[config.mk]
export PLATFORM = sky130hd
export DESIGN_NAME = smb_block_engine
export DESIGN_NICKNAME = d
export VERILOG_FILES = /design/src/rtl/smb_pkg.sv /design/src/rtl/smb_line_sync.sv /design/src/rtl/smb_bit_link.sv /design/src/rtl/smb_txn_ctrl.sv /design/src/rtl/smb_block_engine.sv
export SDC_FILE = /design/constraint.sdc
export NUM_CORES = 1
export LEC_CHECK = 0
export BUFFER_PORTS_ARGS = -buffer_cell sky130_fd_sc_hd__buf_2
export CORE_MARGIN = 2
export CORE_UTILIZATION = 50
export CTS_BUF_LIST = sky130_fd_sc_hd__clkbuf_16
export CTS_CLUSTER_DIAMETER = 60
export CTS_CLUSTER_SIZE = 28
export DETAILED_ROUTE_END_ITERATION = 6
export HOLD_SLACK_MARGIN = 0.08
export PLACE_DENSITY_LB_ADDON = 0.08
export REMOVE_ABC_BUFFERS = 1
export SLEW_MARGIN = 25
export SYNTH_ARGS = -nofsm -noshare
export SYNTH_HDL_FRONTEND = slang
export SYNTH_SLANG_ARGS = --single-unit
[constraint.sdc]
create_clock -name clk -period 4.1 [get_ports clk]
set_input_delay 0.205 -clock clk [delete_from_list [all_inputs] [get_ports clk]]
set_output_delay 0.205 -clock clk [all_outputs]
set_load 0.02 [all_outputs]
[src/rtl/smb_pkg.sv]
// Package: shared types for the SMBus block transaction engine.
// Assumes: nothing beyond IEEE 1800-2017.
package smb_pkg;

    // Transaction-level state of the controller.
    typedef enum logic [2:0] {
        ST_IDLE,    // no transaction since STOP or reset
        ST_ADDR,    // expecting the address byte
        ST_CMD,     // expecting the command byte of a write
        ST_CNT,     // expecting the block write count
        ST_WDATA,   // receiving block write data
        ST_RD,      // transmitting to the master
        ST_SKIP     // rest of the transaction is NACKed / released
    } txn_st_t;

endpackage

[src/rtl/smb_line_sync.sv]
// Module: smb_line_sync
// Synchronises SCL and SDA into the clock domain and reports SCL edges
// and START/STOP conditions as one-cycle pulses.
// Assumes: the clock runs at least ~8x faster than SCL; lines idle high.
module smb_line_sync #(
    parameter int STAGES = 2
) (
    input  logic clk,
    input  logic rst_n,
    input  logic scl_i,
    input  logic sda_i,
    output logic scl_s,
    output logic sda_s,
    output logic scl_rise,
    output logic scl_fall,
    output logic start_det,
    output logic stop_det
);

    logic [STAGES-1:0] scl_sh;
    logic [STAGES-1:0] sda_sh;
    logic              scl_q;
    logic              sda_q;

    // Purpose: shift raw lines through the synchroniser and keep last level.
    always_ff @(posedge clk) begin
        if (!rst_n) begin
            scl_sh <= '1;
            sda_sh <= '1;
            scl_q  <= 1'b1;
            sda_q  <= 1'b1;
        end else begin
            scl_sh <= {scl_sh[STAGES-2:0], scl_i};
            sda_sh <= {sda_sh[STAGES-2:0], sda_i};
            scl_q  <= scl_sh[STAGES-1];
            sda_q  <= sda_sh[STAGES-1];
        end
    end

    // Purpose: derive edge and bus-condition pulses from two samples.
    always_comb begin
        scl_s     = scl_sh[STAGES-1];
        sda_s     = sda_sh[STAGES-1];
        scl_rise  = scl_s & ~scl_q;
        scl_fall  = ~scl_s & scl_q;
        start_det = scl_s & scl_q & sda_q & ~sda_s;
        stop_det  = scl_s & scl_q & ~sda_q & sda_s;
    end

endmodule

[src/rtl/smb_bit_link.sv]
// Module: smb_bit_link
// Bit-level framing: counts the DW data bits and the acknowledge slot
// of each byte, assembles received bytes, serialises transmit bytes
// MSB first and drives the acknowledge the controller asks for.
// Assumes: SCL edges and START/STOP come from smb_line_sync; the
// controller settles ack_req, tx_next and tx_byte before the SCL fall
// that uses them.
module smb_bit_link #(
    parameter int DW = 8
) (
    input  logic          clk,
    input  logic          rst_n,
    input  logic          scl_rise,
    input  logic          scl_fall,
    input  logic          start_det,
    input  logic          stop_det,
    input  logic          sda_s,
    input  logic          ack_req,
    input  logic          tx_next,
    input  logic [DW-1:0] tx_byte,
    output logic          rx_done,
    output logic [DW-1:0] rx_byte,
    output logic          slot_rise,
    output logic          slot_tx,
    output logic          mst_ack,
    output logic          sda_oe
);

    localparam int CW = $clog2(DW + 2);
    localparam logic [CW-1:0] LASTB = CW'(DW - 1);
    localparam logic [CW-1:0] SLOT  = CW'(DW);
    localparam logic [CW-1:0] ENDC  = CW'(DW + 1);

    logic          active;
    logic [CW-1:0] bitcnt;
    logic [DW-1:0] rx_sh;
    logic [DW-1:0] tx_sh;
    logic          tx_frm;

    // Purpose: frame counter, shifters and SDA drive, restarted on START/STOP.
    always_ff @(posedge clk) begin
        if (!rst_n) begin
            active    <= 1'b0;
            bitcnt    <= '0;
            rx_sh     <= '0;
            tx_sh     <= '0;
            tx_frm    <= 1'b0;
            sda_oe    <= 1'b0;
            rx_done   <= 1'b0;
            rx_byte   <= '0;
            slot_rise <= 1'b0;
            slot_tx   <= 1'b0;
            mst_ack   <= 1'b0;
        end else begin
            rx_done   <= 1'b0;
            slot_rise <= 1'b0;
            if (start_det || stop_det) begin
                active <= start_det;
                bitcnt <= '0;
                tx_frm <= 1'b0;
                sda_oe <= 1'b0;
            end else if (active) begin
                if (scl_rise) begin
                    if (bitcnt < SLOT) begin
                        rx_sh <= {rx_sh[DW-2:0], sda_s};
                        if (bitcnt == LASTB && !tx_frm) begin
                            rx_done <= 1'b1;
                            rx_byte <= {rx_sh[DW-2:0], sda_s};
                        end
                    end else if (bitcnt == SLOT) begin
                        slot_rise <= 1'b1;
                        slot_tx   <= tx_frm;
                        mst_ack   <= ~sda_s;
                    end
                    if (bitcnt < ENDC) begin
                        bitcnt <= bitcnt + 1'b1;
                    end
                end else if (scl_fall) begin
                    if (bitcnt == SLOT) begin
                        sda_oe <= tx_frm ? 1'b0 : ack_req;
                    end else if (bitcnt == ENDC) begin
                        bitcnt <= '0;
                        tx_frm <= tx_next;
                        tx_sh  <= tx_byte;
                        sda_oe <= tx_next & ~tx_byte[DW-1];
                    end else if (tx_frm && bitcnt != '0) begin
                        tx_sh  <= {tx_sh[DW-2:0], 1'b0};
                        sda_oe <= ~tx_sh[DW-2];
                    end
                end
            end
        end
    end

    // a STOP always leaves SDA released in the next cycle.
    a_r8_release_on_stop: assert property (@(posedge clk) disable iff (!rst_n)
        stop_det |=> !sda_oe);

endmodule

[src/rtl/smb_txn_ctrl.sv]
// Module: smb_txn_ctrl
// Transaction controller: matches the address, decodes the command,
// runs block write, receive byte and block read, decides every ACK,
// and issues pointer-load, write and pointer-advance strobes.
// Assumes: DW == AW + 1; rd_data reflects the storage pointer one
// cycle after a strobe; byte events arrive from smb_bit_link.
module smb_txn_ctrl
    import smb_pkg::*;
#(
    parameter int            AW      = 7,
    parameter int            DW      = 8,
    parameter int            BLK_MAX = 16,
    parameter logic [DW-1:0] MAX_PTR = 8'h45,
    parameter logic [DW-1:0] CMD_WR  = 8'h83,
    parameter logic [DW-1:0] CMD_RD  = 8'h84
) (
    input  logic          clk,
    input  logic          rst_n,
    input  logic          start_det,
    input  logic          stop_det,
    input  logic          rx_done,
    input  logic [DW-1:0] rx_byte,
    input  logic          slot_rise,
    input  logic          slot_tx,
    input  logic          mst_ack,
    input  logic [AW-1:0] dev_addr,
    input  logic          busy_i,
    input  logic [DW-1:0] rd_data,
    output logic          ack_req,
    output logic          tx_next,
    output logic [DW-1:0] tx_byte,
    output logic          selected,
    output logic          ptr_load,
    output logic [DW-1:0] ptr_val,
    output logic          wr_stb,
    output logic [DW-1:0] wr_data,
    output logic          ptr_inc
);

    localparam int LW = $clog2(BLK_MAX + 1);
    localparam logic [LW-1:0] BLK_N = LW'(BLK_MAX);

    txn_st_t       state;
    logic          armed;
    logic          cnt_phase;
    logic          is_blk;
    logic [LW-1:0] left;

    // Purpose: transmit while in the read state; count byte before data.
    always_comb begin
        tx_next = (state == ST_RD);
        tx_byte = cnt_phase ? DW'(BLK_MAX) : rd_data;
    end

    // Purpose: transaction sequencing, ACK decisions and storage strobes.
    always_ff @(posedge clk) begin
        if (!rst_n) begin
            state     <= ST_IDLE;
            armed     <= 1'b0;
            cnt_phase <= 1'b0;
            is_blk    <= 1'b0;
            left      <= '0;
            ack_req   <= 1'b0;
            selected  <= 1'b0;
            ptr_load  <= 1'b0;
            ptr_val   <= '0;
            wr_stb    <= 1'b0;
            wr_data   <= '0;
            ptr_inc   <= 1'b0;
        end else begin
            ptr_load <= 1'b0;
            wr_stb   <= 1'b0;
            ptr_inc  <= 1'b0;
            if (stop_det) begin
                state     <= ST_IDLE;
                armed     <= 1'b0;
                cnt_phase <= 1'b0;
                ack_req   <= 1'b0;
                selected  <= 1'b0;
            end else if (start_det) begin
                state     <= ST_ADDR;
                cnt_phase <= 1'b0;
                ack_req   <= 1'b0;
                selected  <= 1'b0;
            end else if (rx_done) begin
                case (state)
                    ST_ADDR: begin
                        if (rx_byte[DW-1:1] == dev_addr) begin
                            selected <= 1'b1;
                            ack_req  <= 1'b1;
                            armed    <= 1'b0;
                            if (rx_byte[0]) begin
                                state     <= ST_RD;
                                is_blk    <= armed;
                                cnt_phase <= armed;
                                left      <= BLK_N;
                            end else begin
                                state <= ST_CMD;
                            end
                        end else begin
                            state   <= ST_SKIP;
                            ack_req <= 1'b0;
                        end
                    end
                    ST_CMD: begin
                        if (rx_byte == CMD_WR) begin
                            ack_req <= 1'b1;
                            state   <= ST_CNT;
                        end else if (rx_byte == CMD_RD) begin
                            ack_req <= ~busy_i;
                            armed   <= ~busy_i;
                            state   <= ST_SKIP;
                        end else if (rx_byte <= MAX_PTR) begin
                            ack_req  <= 1'b1;
                            ptr_load <= 1'b1;
                            ptr_val  <= rx_byte;
                            state    <= ST_SKIP;
                        end else begin
                            ack_req <= 1'b0;
                            state   <= ST_SKIP;
                        end
                    end
                    ST_CNT: begin
                        if (rx_byte != '0 && rx_byte <= DW'(BLK_MAX)) begin
                            ack_req <= 1'b1;
                            left    <= rx_byte[LW-1:0];
                            state   <= ST_WDATA;
                        end else begin
                            ack_req <= 1'b0;
                            state   <= ST_SKIP;
                        end
                    end
                    ST_WDATA: begin
                        if (left != '0) begin
                            ack_req <= 1'b1;
                            wr_stb  <= 1'b1;
                            ptr_inc <= 1'b1;
                            wr_data <= rx_byte;
                            left    <= left - 1'b1;
                        end else begin
                            ack_req <= 1'b0;
                        end
                    end
                    default: ack_req <= 1'b0;
                endcase
            end else if (slot_rise) begin
                ack_req <= 1'b0;
                if (state == ST_RD && slot_tx) begin
                    if (cnt_phase) begin
                        cnt_phase <= 1'b0;
                        if (!mst_ack) begin
                            state <= ST_SKIP;
                        end
                    end else begin
                        ptr_inc <= 1'b1;
                        if (is_blk) begin
                            left <= left - 1'b1;
                        end
                        if (!mst_ack || (is_blk && left == LW'(1))) begin
                            state <= ST_SKIP;
                        end
                    end
                end
            end
        end
    end

    // Checker state: writes issued against the count accepted for this transfer.
    logic [LW-1:0] chk_allow;
    logic [LW-1:0] chk_done;

    // Purpose: track the accepted block count and writes issued (assertion only).
    always_ff @(posedge clk) begin
        if (!rst_n || start_det) begin
            chk_allow <= '0;
            chk_done  <= '0;
        end else begin
            if (rx_done && state == ST_CNT) begin
                chk_allow <= rx_byte[LW-1:0];
            end
            if (wr_stb) begin
                chk_done <= chk_done + 1'b1;
            end
        end
    end

    // never more writes than the announced count.
    a_r5_no_excess_write: assert property (@(posedge clk) disable iff (!rst_n)
        wr_stb |-> (chk_done < chk_allow));

    // a pointer load never carries a value outside the register range.
    a_r2_ptr_in_range: assert property (@(posedge clk) disable iff (!rst_n)
        ptr_load |-> (ptr_val <= MAX_PTR && !wr_stb));

endmodule

[src/rtl/smb_block_engine.sv]
// Module: smb_block_engine (top)
// SMBus slave block transaction engine: line synchroniser, bit link
// and transaction controller. Drives strobes toward an external
// pointer/storage unit and SDA through an open-drain enable.
// Assumes: clk oversamples SCL well above 8x; storage answers rd_data_i
// for its current pointer and applies a write before an advance.
module smb_block_engine #(
    parameter int            AW      = 7,
    parameter int            DW      = 8,
    parameter int            BLK_MAX = 16,
    parameter int            STAGES  = 2,
    parameter logic [DW-1:0] MAX_PTR = 8'h45,
    parameter logic [DW-1:0] CMD_WR  = 8'h83,
    parameter logic [DW-1:0] CMD_RD  = 8'h84
) (
    input  logic          clk,
    input  logic          rst_n,
    input  logic          scl_i,
    input  logic          sda_i,
    output logic          sda_oe,
    input  logic [AW-1:0] dev_addr,
    input  logic          busy_i,
    input  logic [DW-1:0] rd_data_i,
    output logic          ptr_load_o,
    output logic [DW-1:0] ptr_val_o,
    output logic          wr_stb_o,
    output logic [DW-1:0] wr_data_o,
    output logic          ptr_inc_o
);

    logic          scl_s, sda_s, scl_rise, scl_fall, start_det, stop_det;
    logic          rx_done, slot_rise, slot_tx, mst_ack;
    logic [DW-1:0] rx_byte, tx_byte;
    logic          ack_req, tx_next, selected;

    smb_line_sync #(.STAGES(STAGES)) u_sync (
        .clk       (clk),
        .rst_n     (rst_n),
        .scl_i     (scl_i),
        .sda_i     (sda_i),
        .scl_s     (scl_s),
        .sda_s     (sda_s),
        .scl_rise  (scl_rise),
        .scl_fall  (scl_fall),
        .start_det (start_det),
        .stop_det  (stop_det)
    );

    smb_bit_link #(.DW(DW)) u_link (
        .clk       (clk),
        .rst_n     (rst_n),
        .scl_rise  (scl_rise),
        .scl_fall  (scl_fall),
        .start_det (start_det),
        .stop_det  (stop_det),
        .sda_s     (sda_s),
        .ack_req   (ack_req),
        .tx_next   (tx_next),
        .tx_byte   (tx_byte),
        .rx_done   (rx_done),
        .rx_byte   (rx_byte),
        .slot_rise (slot_rise),
        .slot_tx   (slot_tx),
        .mst_ack   (mst_ack),
        .sda_oe    (sda_oe)
    );

    smb_txn_ctrl #(
        .AW(AW), .DW(DW), .BLK_MAX(BLK_MAX),
        .MAX_PTR(MAX_PTR), .CMD_WR(CMD_WR), .CMD_RD(CMD_RD)
    ) u_ctrl (
        .clk       (clk),
        .rst_n     (rst_n),
        .start_det (start_det),
        .stop_det  (stop_det),
        .rx_done   (rx_done),
        .rx_byte   (rx_byte),
        .slot_rise (slot_rise),
        .slot_tx   (slot_tx),
        .mst_ack   (mst_ack),
        .dev_addr  (dev_addr),
        .busy_i    (busy_i),
        .rd_data   (rd_data_i),
        .ack_req   (ack_req),
        .tx_next   (tx_next),
        .tx_byte   (tx_byte),
        .selected  (selected),
        .ptr_load  (ptr_load_o),
        .ptr_val   (ptr_val_o),
        .wr_stb    (wr_stb_o),
        .wr_data   (wr_data_o),
        .ptr_inc   (ptr_inc_o)
    );

    // SDA is only pulled while the block has been addressed.
    a_r10_drive_needs_match: assert property (@(posedge clk) disable iff (!rst_n)
        sda_oe |-> selected);

    // SDA drive changes only after SCL went low, except START/STOP release.
    a_r1_sda_moves_scl_low: assert property (@(posedge clk) disable iff (!rst_n)
        (!$stable(sda_oe) && !$past(start_det || stop_det)) |-> !$past(scl_s));

endmodule

**Yosys cells after proc, flatten, opt, wreduce, memory -nomap -nowiden**

Cells that the tools add are included.

- Memories: 0
- Bits in latches: 0
- Bits in read-only memories: 0
- Logic and storage cells: 196
- Memory bits (writable): 0
- Input bits: 20
- Register bits after elaboration: 70
- Output and inout bits: 20

- Order comparisons: 4
- Bitwise gates (word level): 27
- Reduce and logical (&&, ||, !) cells: 46
- Eq/ne operators: 30
- Divide/modulo/power cells: 0
- Add/subtract/negate cells: 2
- $mul: 0
- Shift-type cells: 0
- Multiplexer cells: 60

Operator list:

| kind | number |
|---|---|
| 2-to-1 mux 5 bit | 9 |
| AND reduction 5 bit | 8 |
| 2-to-1 mux 1 bit | 29 |
| 2-to-1 mux 3 bit | 9 |
| 2-to-1 mux 4 bit | 5 |
| NOT 1 bit | 19 |
| AND reduction 6 bit | 3 |
| equality test 8 bit, second input constant | 2 |
| case mux 5 bit (3 select lines) | 1 |
| 2-to-1 mux 7 bit | 2 |
| nonzero test 2 bit | 7 |
| nonzero test 3 bit | 4 |
| AND reduction 11 bit | 1 |
| != test 2 x 1 -> 1 bit, second input constant | 5 |
| OR reduction 5 bit | 2 |
| != test 3 x 2 -> 1 bit, second input constant | 3 |
| case mux 3 bit (3 select lines) | 1 |
| AND 1 bit | 8 |
| equality test 4 bit, second input constant | 2 |
| <= comparator 8 x 5 -> 1 bit, second input constant | 1 |
| <= comparator 8 x 7 -> 1 bit, second input constant | 1 |
| < comparator 4 bit, second input constant | 2 |
| 2-to-1 mux 8 bit | 1 |
| != test 2 bit, second input constant | 4 |
| 27 further kinds | 40 |

**Longest topological paths before layout**

- Word-level depth: 9
- Depth in mapped cells: 7

**Hierarchy**

A second synthesis with hierarchy kept.

- Cell total of the unflattened synthesis: 391
- Area total of the unflattened synthesis: 3647.2 µm²

By module, submodules not included:

| module | times used | sequential area each (µm²) | area an instance (µm²) | cells an instance |
|---|---|---|---|---|
| smb_txn_ctrl | 1 | 640.6 | 1921.8 | 220 |
| smb_bit_link | 1 | 660.6 | 1535.2 | 155 |
| smb_line_sync | 1 | 120.1 | 190.2 | 16 |

**Worst setup path after synthesis**

OpenSTA, ideal clock, no wires.

- Path type: register to register
- Start: register u_link.rx_byte[0]
- End: register u_ctrl.left[0]
- Arrival: 1610 ps
- Path slack: 2419 ps
- Buffers on the path: 1
- Library setup time: 72 ps
- Stages on the path, launching flop included: 7
- Cell sequence: dfxtp_1 buf_2 nor4_1 mux2_2 o211a_1 nand3_2 mux2i_1

- Longest elaborated chain between the ends: 4

Ends and longest elaborated chain:

| element | RTL line | text |
|---|---|---|
| start, declared | smb_bit_link.sv:22 | `output logic [DW-1:0] rx_byte,` |
| start signal, assigned | smb_bit_link.sv:68 | `rx_byte <= {rx_sh[DW-2:0], sda_s};` |
| <= comparator 8 x 5 -> 1 bit or nonzero test 8 bit (tied branches) | smb_txn_ctrl.sv:124 | `if (rx_byte != '0 && rx_byte <= DW'(BLK_MAX)) begin` |
| logical AND 1 bit | smb_txn_ctrl.sv:124 |  |
| != test 3 x 2 -> 1 bit (no line) | n/a |  |
| AND reduction 11 bit (no line) | n/a |  |
| end signal, assigned | smb_txn_ctrl.sv:126 | `left <= rx_byte[LW-1:0];` |
| end signal, assigned | smb_txn_ctrl.sv:139 | `left <= left - 1'b1;` |
| end signal, assigned | smb_txn_ctrl.sv:157 | `left <= left - 1'b1;` |
| end, declared | smb_txn_ctrl.sv:47 | `logic [LW-1:0] left;` |

Parallel ways exist; a longest one is shown, timed or not. The select of a mux whose other input is x is not followed.
A chain may end at the register's enable or synchronous reset.

**Worst setup path in the final report**

- Start: register u_ctrl.state[2]
- End: register u_ctrl.wr_data[7]

- Longest elaborated chain between the ends: 2

Ends and longest elaborated chain:

| element | RTL line | text |
|---|---|---|
| start, declared | smb_txn_ctrl.sv:43 | `txn_st_t state;` |
| start signal, assigned | smb_txn_ctrl.sv:58 | `state <= ST_IDLE;` |
| start signal, assigned | smb_txn_ctrl.sv:75 | `state <= ST_IDLE;` |
| start signal, assigned | smb_txn_ctrl.sv:81 | `state <= ST_ADDR;` |
| equality test 3 bit | smb_txn_ctrl.sv:86 | `case (state)` |
| AND reduction 5 bit (no line) | n/a |  |
| end signal, assigned | smb_txn_ctrl.sv:138 | `wr_data <= rx_byte;` |
| end, declared | smb_txn_ctrl.sv:36 | `output logic [DW-1:0] wr_data,` |

No other way between the ends.

==> impl_metrics.yaml <==
run_status:
  status: "finished clean"
flow_run:
  maxCapViolCount: 0
layout:
  seq_area_sq_um: 1401
  n_antenna_cell: 0
  drive_above_1_share_pct: 15.17
  syn_to_final_growth_pct: 12.51
  multi_input_area_sq_um: 1918
  final_util_pct: 58.31
  fillCellCount: 640
  nets: 458
clock_network:
  clkLatencyLatePin_ns: 0.33
  cts_resized: 0
  cts_root_buffer: "clkbuf_16"
  cts_max_path_buffers: 2
  cts_buffers: 9
  cts.htree.levels: 3
  cts_tree: "yes"
  cts.sinks: 70
  path_clk_slew_ns: 0.05
global_routing:
  grt_antenna_before_repair: 0
  grt_overflow_total: 0
  grt_pass1_vias: 2722
  track_usage_pct: 21.53
  grt_max_degree: 43
  grt_pass1_wl_um: 12850
routing:
  drt-wirelength-per-cell_um: 14.37
  drcViolationCount: 0
  via_count: 2889
  routed_via_density: 5.441
  first_iter_violations: 242
  wl_um: 7631
  dr.pass1.iters: 4
  drtAntennaViolNets: 0
synthesis:
  synth_seq_area_share_pct: 39.80
  ys.flop_type: "dfxtp_1"
  synthesis.area_sq_um: 3521
  yosys_warnings: 0
  synth_edf_count: 0
  synth-async-reset-ratio_pct: 0
  synth_cell_type_count: 58
  syn_avg_cell_area_sq_um: 8.694
  ys_seq_elements: 70
  synth_cells: 405
critical_path:
  crit_arrival_ns: 2.51
  startpoint_type: "register"
  path_class: "reg2reg"
  crit_path_end_kind: "register"
  crit_start: "u_ctrl.state[2]$_SDFFE_PP0P_"
  critPathMaxStageDelay_ns: 0.66
  critical_path_peak_fanout: 12
  path_cells: "nor3b_1 -> nand4_1 -> mux2i_1 -> nor2_1"
  required_ns: 4.29
  cp_slowest_cell: "nand4_1"
  reg2reg_from: "u_ctrl.state[2]$_SDFFE_PP0P_"
worst_hold_path:
  holdCritStartpoint: "rd_data_i[4]"
  hold_path_class: "in2reg"
power:
  p_leak_nw: 1.606
  max-vdd-ir-drop_uv: 265.8
  pwr_density_cell_nw_per_um2: 350.4
floorplan:
  fp.dieH_um: 87.92
  dieArea_sq_um: 7729
  initial_core_util_pct: 51.82
  core_region_area_sq_um: 6794
  die_x_um: 87.92
  num_rows: 30
  ios: 40
timing:
  clock.fmax_mhz: 431.2
  period_share_pct: 56.56
  period_minus_slack_ns: 2.319
  hold_viol_final: 0
  maxSlewHeadroom_pct: 44.49
  rsz0062_at_grt: "no"
  tightest_slew_ns: 0.8327
  drv_slew: 0
  setup-violations-final: 0
  tns_ns: 0
  clock_skew_ns: 0.006574
placement:
  hpwl_um: 5264
  port-buffer-count: 39
  place_congestion: 0.9016
placed cells by master (no fill, tap or decap), types with 3 or more instances in the layout:
| master | Yosys | routed |
|---|---|---|
| buf_2 | 8 | 39 |
| or2_2 | 4 | 4 |
| dfxtp_1 | 70 | 70 |
| nand2_1 | 47 | 47 |
| nand4_1 | 4 | 4 |
| clkbuf_16 | 0 | 9 |
| a21oi_1 | 26 | 26 |
| nor4_1 | 5 | 5 |
| a211oi_1 | 7 | 7 |
| mux2i_1 | 31 | 31 |
| xor2_1 | 8 | 8 |
| nand3_1 | 4 | 4 |
| nor3_1 | 4 | 4 |
| nand3b_1 | 3 | 3 |
| nand4b_1 | 4 | 4 |
| inv_1 | 13 | 15 |
| nor2_1 | 47 | 47 |
| o21ai_0 | 15 | 15 |
| a31oi_1 | 4 | 4 |
| and3b_1 | 3 | 3 |
| a41oi_1 | 5 | 5 |
| ha_1 | 6 | 6 |
| nor3b_1 | 13 | 13 |
| nand2b_1 | 12 | 12 |
final timing paths:
kind                               endpoint  slack, ns  depth (start not counted)
max          u_ctrl.wr_data[7]$_SDFFE_PN0P_       1.78                          4
min            u_link.tx_sh[4]$_SDFFE_PN0P_       0.26                          3
max reg2reg  u_ctrl.wr_data[7]$_SDFFE_PN0P_       1.78                          4
min reg2reg     u_sync.sda_sh[1]$_SDFF_PN1_       0.40                          1
timing repair:
item                                   CTS  global route
endpoints found under the hold margin    2             0
buffers inserted                         0             0
hold buffers                             2             0
synth_stat cells, types with 2 or more instances:
library cell / number / share of area, %
o22a_1: 2 / 0.50
nor2_1: 47 / 5.0
ha_1: 6 / 2.1
a211oi_1: 7 / 1.5
nor3_1: 4 / 0.57
or2_2: 4 / 0.71
xor2_1: 8 / 2.0
mux2_2: 2 / 0.64
and3_1: 2 / 0.36
o21ai_0: 15 / 2.1
nand4b_1: 4 / 0.99
a21oi_1: 26 / 3.7
o311ai_0: 2 / 0.50
buf_2: 8 / 1.1
nand3_2: 2 / 0.57
dfxtp_1: 70 / 40
a41oi_1: 5 / 1.2
or3_1: 2 / 0.36
nor2b_1: 2 / 0.36
and3b_1: 3 / 0.75
xnor2_1: 2 / 0.50
inv_1: 13 / 1.4
and2_1: 2 / 0.36
a31oi_1: 4 / 0.71
nor3b_1: 13 / 2.8
clkbuf_1: 11 / 1.2
nand2_1: 47 / 5.0
nor3_4: 2 / 0.92
nand4_1: 4 / 0.71
nand3_1: 4 / 0.57
o21a_1: 2 / 0.43
buf_4: 3 / 0.64
mux2i_1: 31 / 8.8
buf_6: 4 / 1.3
nand2b_1: 12 / 2.1
nand3b_1: 3 / 0.64
nor4_1: 5 / 0.89
nor4b_1: 2 / 0.50
through the flow:
stage	hold WS [ns]	cell area [sq um]	power, W	std cells	setup slack [ns]
2_1_floorplan	0.2780	3372	0.0007251	379	2.139
4_1_cts	0.2496	3961	0.001405	531	1.780
3_3_place_gp	0.3865	3695	0.0007457	515	1.885
3_5_place_dp	0.3890	3695	0.0007462	515	1.785
5_1_grt	0.2802	3961	0.001435	531	1.500
6_report	0.2583	3961	0.001388	531	1.781
power by group:
group          internal [W]  switching, W
sequential         0.000684    0.00000496
combinational     0.0000179     0.0000257
clock              0.000393      0.000263
total               0.00109      0.000293
cells by family (layout without fill, tap and decap cells):
kind of cell	after synthesis	after routing	share of synthesized area [%]
compound gates	75	75	13.79
xor+xnor	10	10	2.488
fa+ha+maj	6	6	2.132
buf+inv	40	70	5.721
flops	70	70	39.80
mux	33	33	9.453
simple gates	171	171	26.62
critical path, delay by kind of cell, from the launching register on:
| kind | cells | cell delay (ns) |
|---|---|---|
| flops | 1 | 0.52 |
| mux | 1 | 0.32 |
| simple gates | 3 | 1.35 |
sequential cells by signal (all words and copies together) (netlist names), 2 cells and up:
register        cells
u_link.bitcnt       4
u_link.rx_sh        7
u_link.tx_sh        7
u_link.rx_byte      8
u_ctrl.wr_data      8
u_ctrl.state        3
u_sync.scl_sh       2
u_ctrl.left         5
u_sync.sda_sh       2
u_ctrl.ptr_val      8
final cells by class:
class / count / share of cell area (%)
timing repair buffer: 42 / 5.622
inverter: 14 / 1.327
clock buffer: 9 / 5.685
clock inverter: 5 / 0.5370
tap: 96 / 3.032
sequential: 70 / 35.38
multi-input combinational: 295 / 48.42
layer usage:
metal  wire [um]  GRT usage, %
met1        3722         28.91
met2        3438         33.61
met3         415         5.090
met4          54         8.252
met5           0             0
No activity file was read; power rests on OpenSTA's default activity.
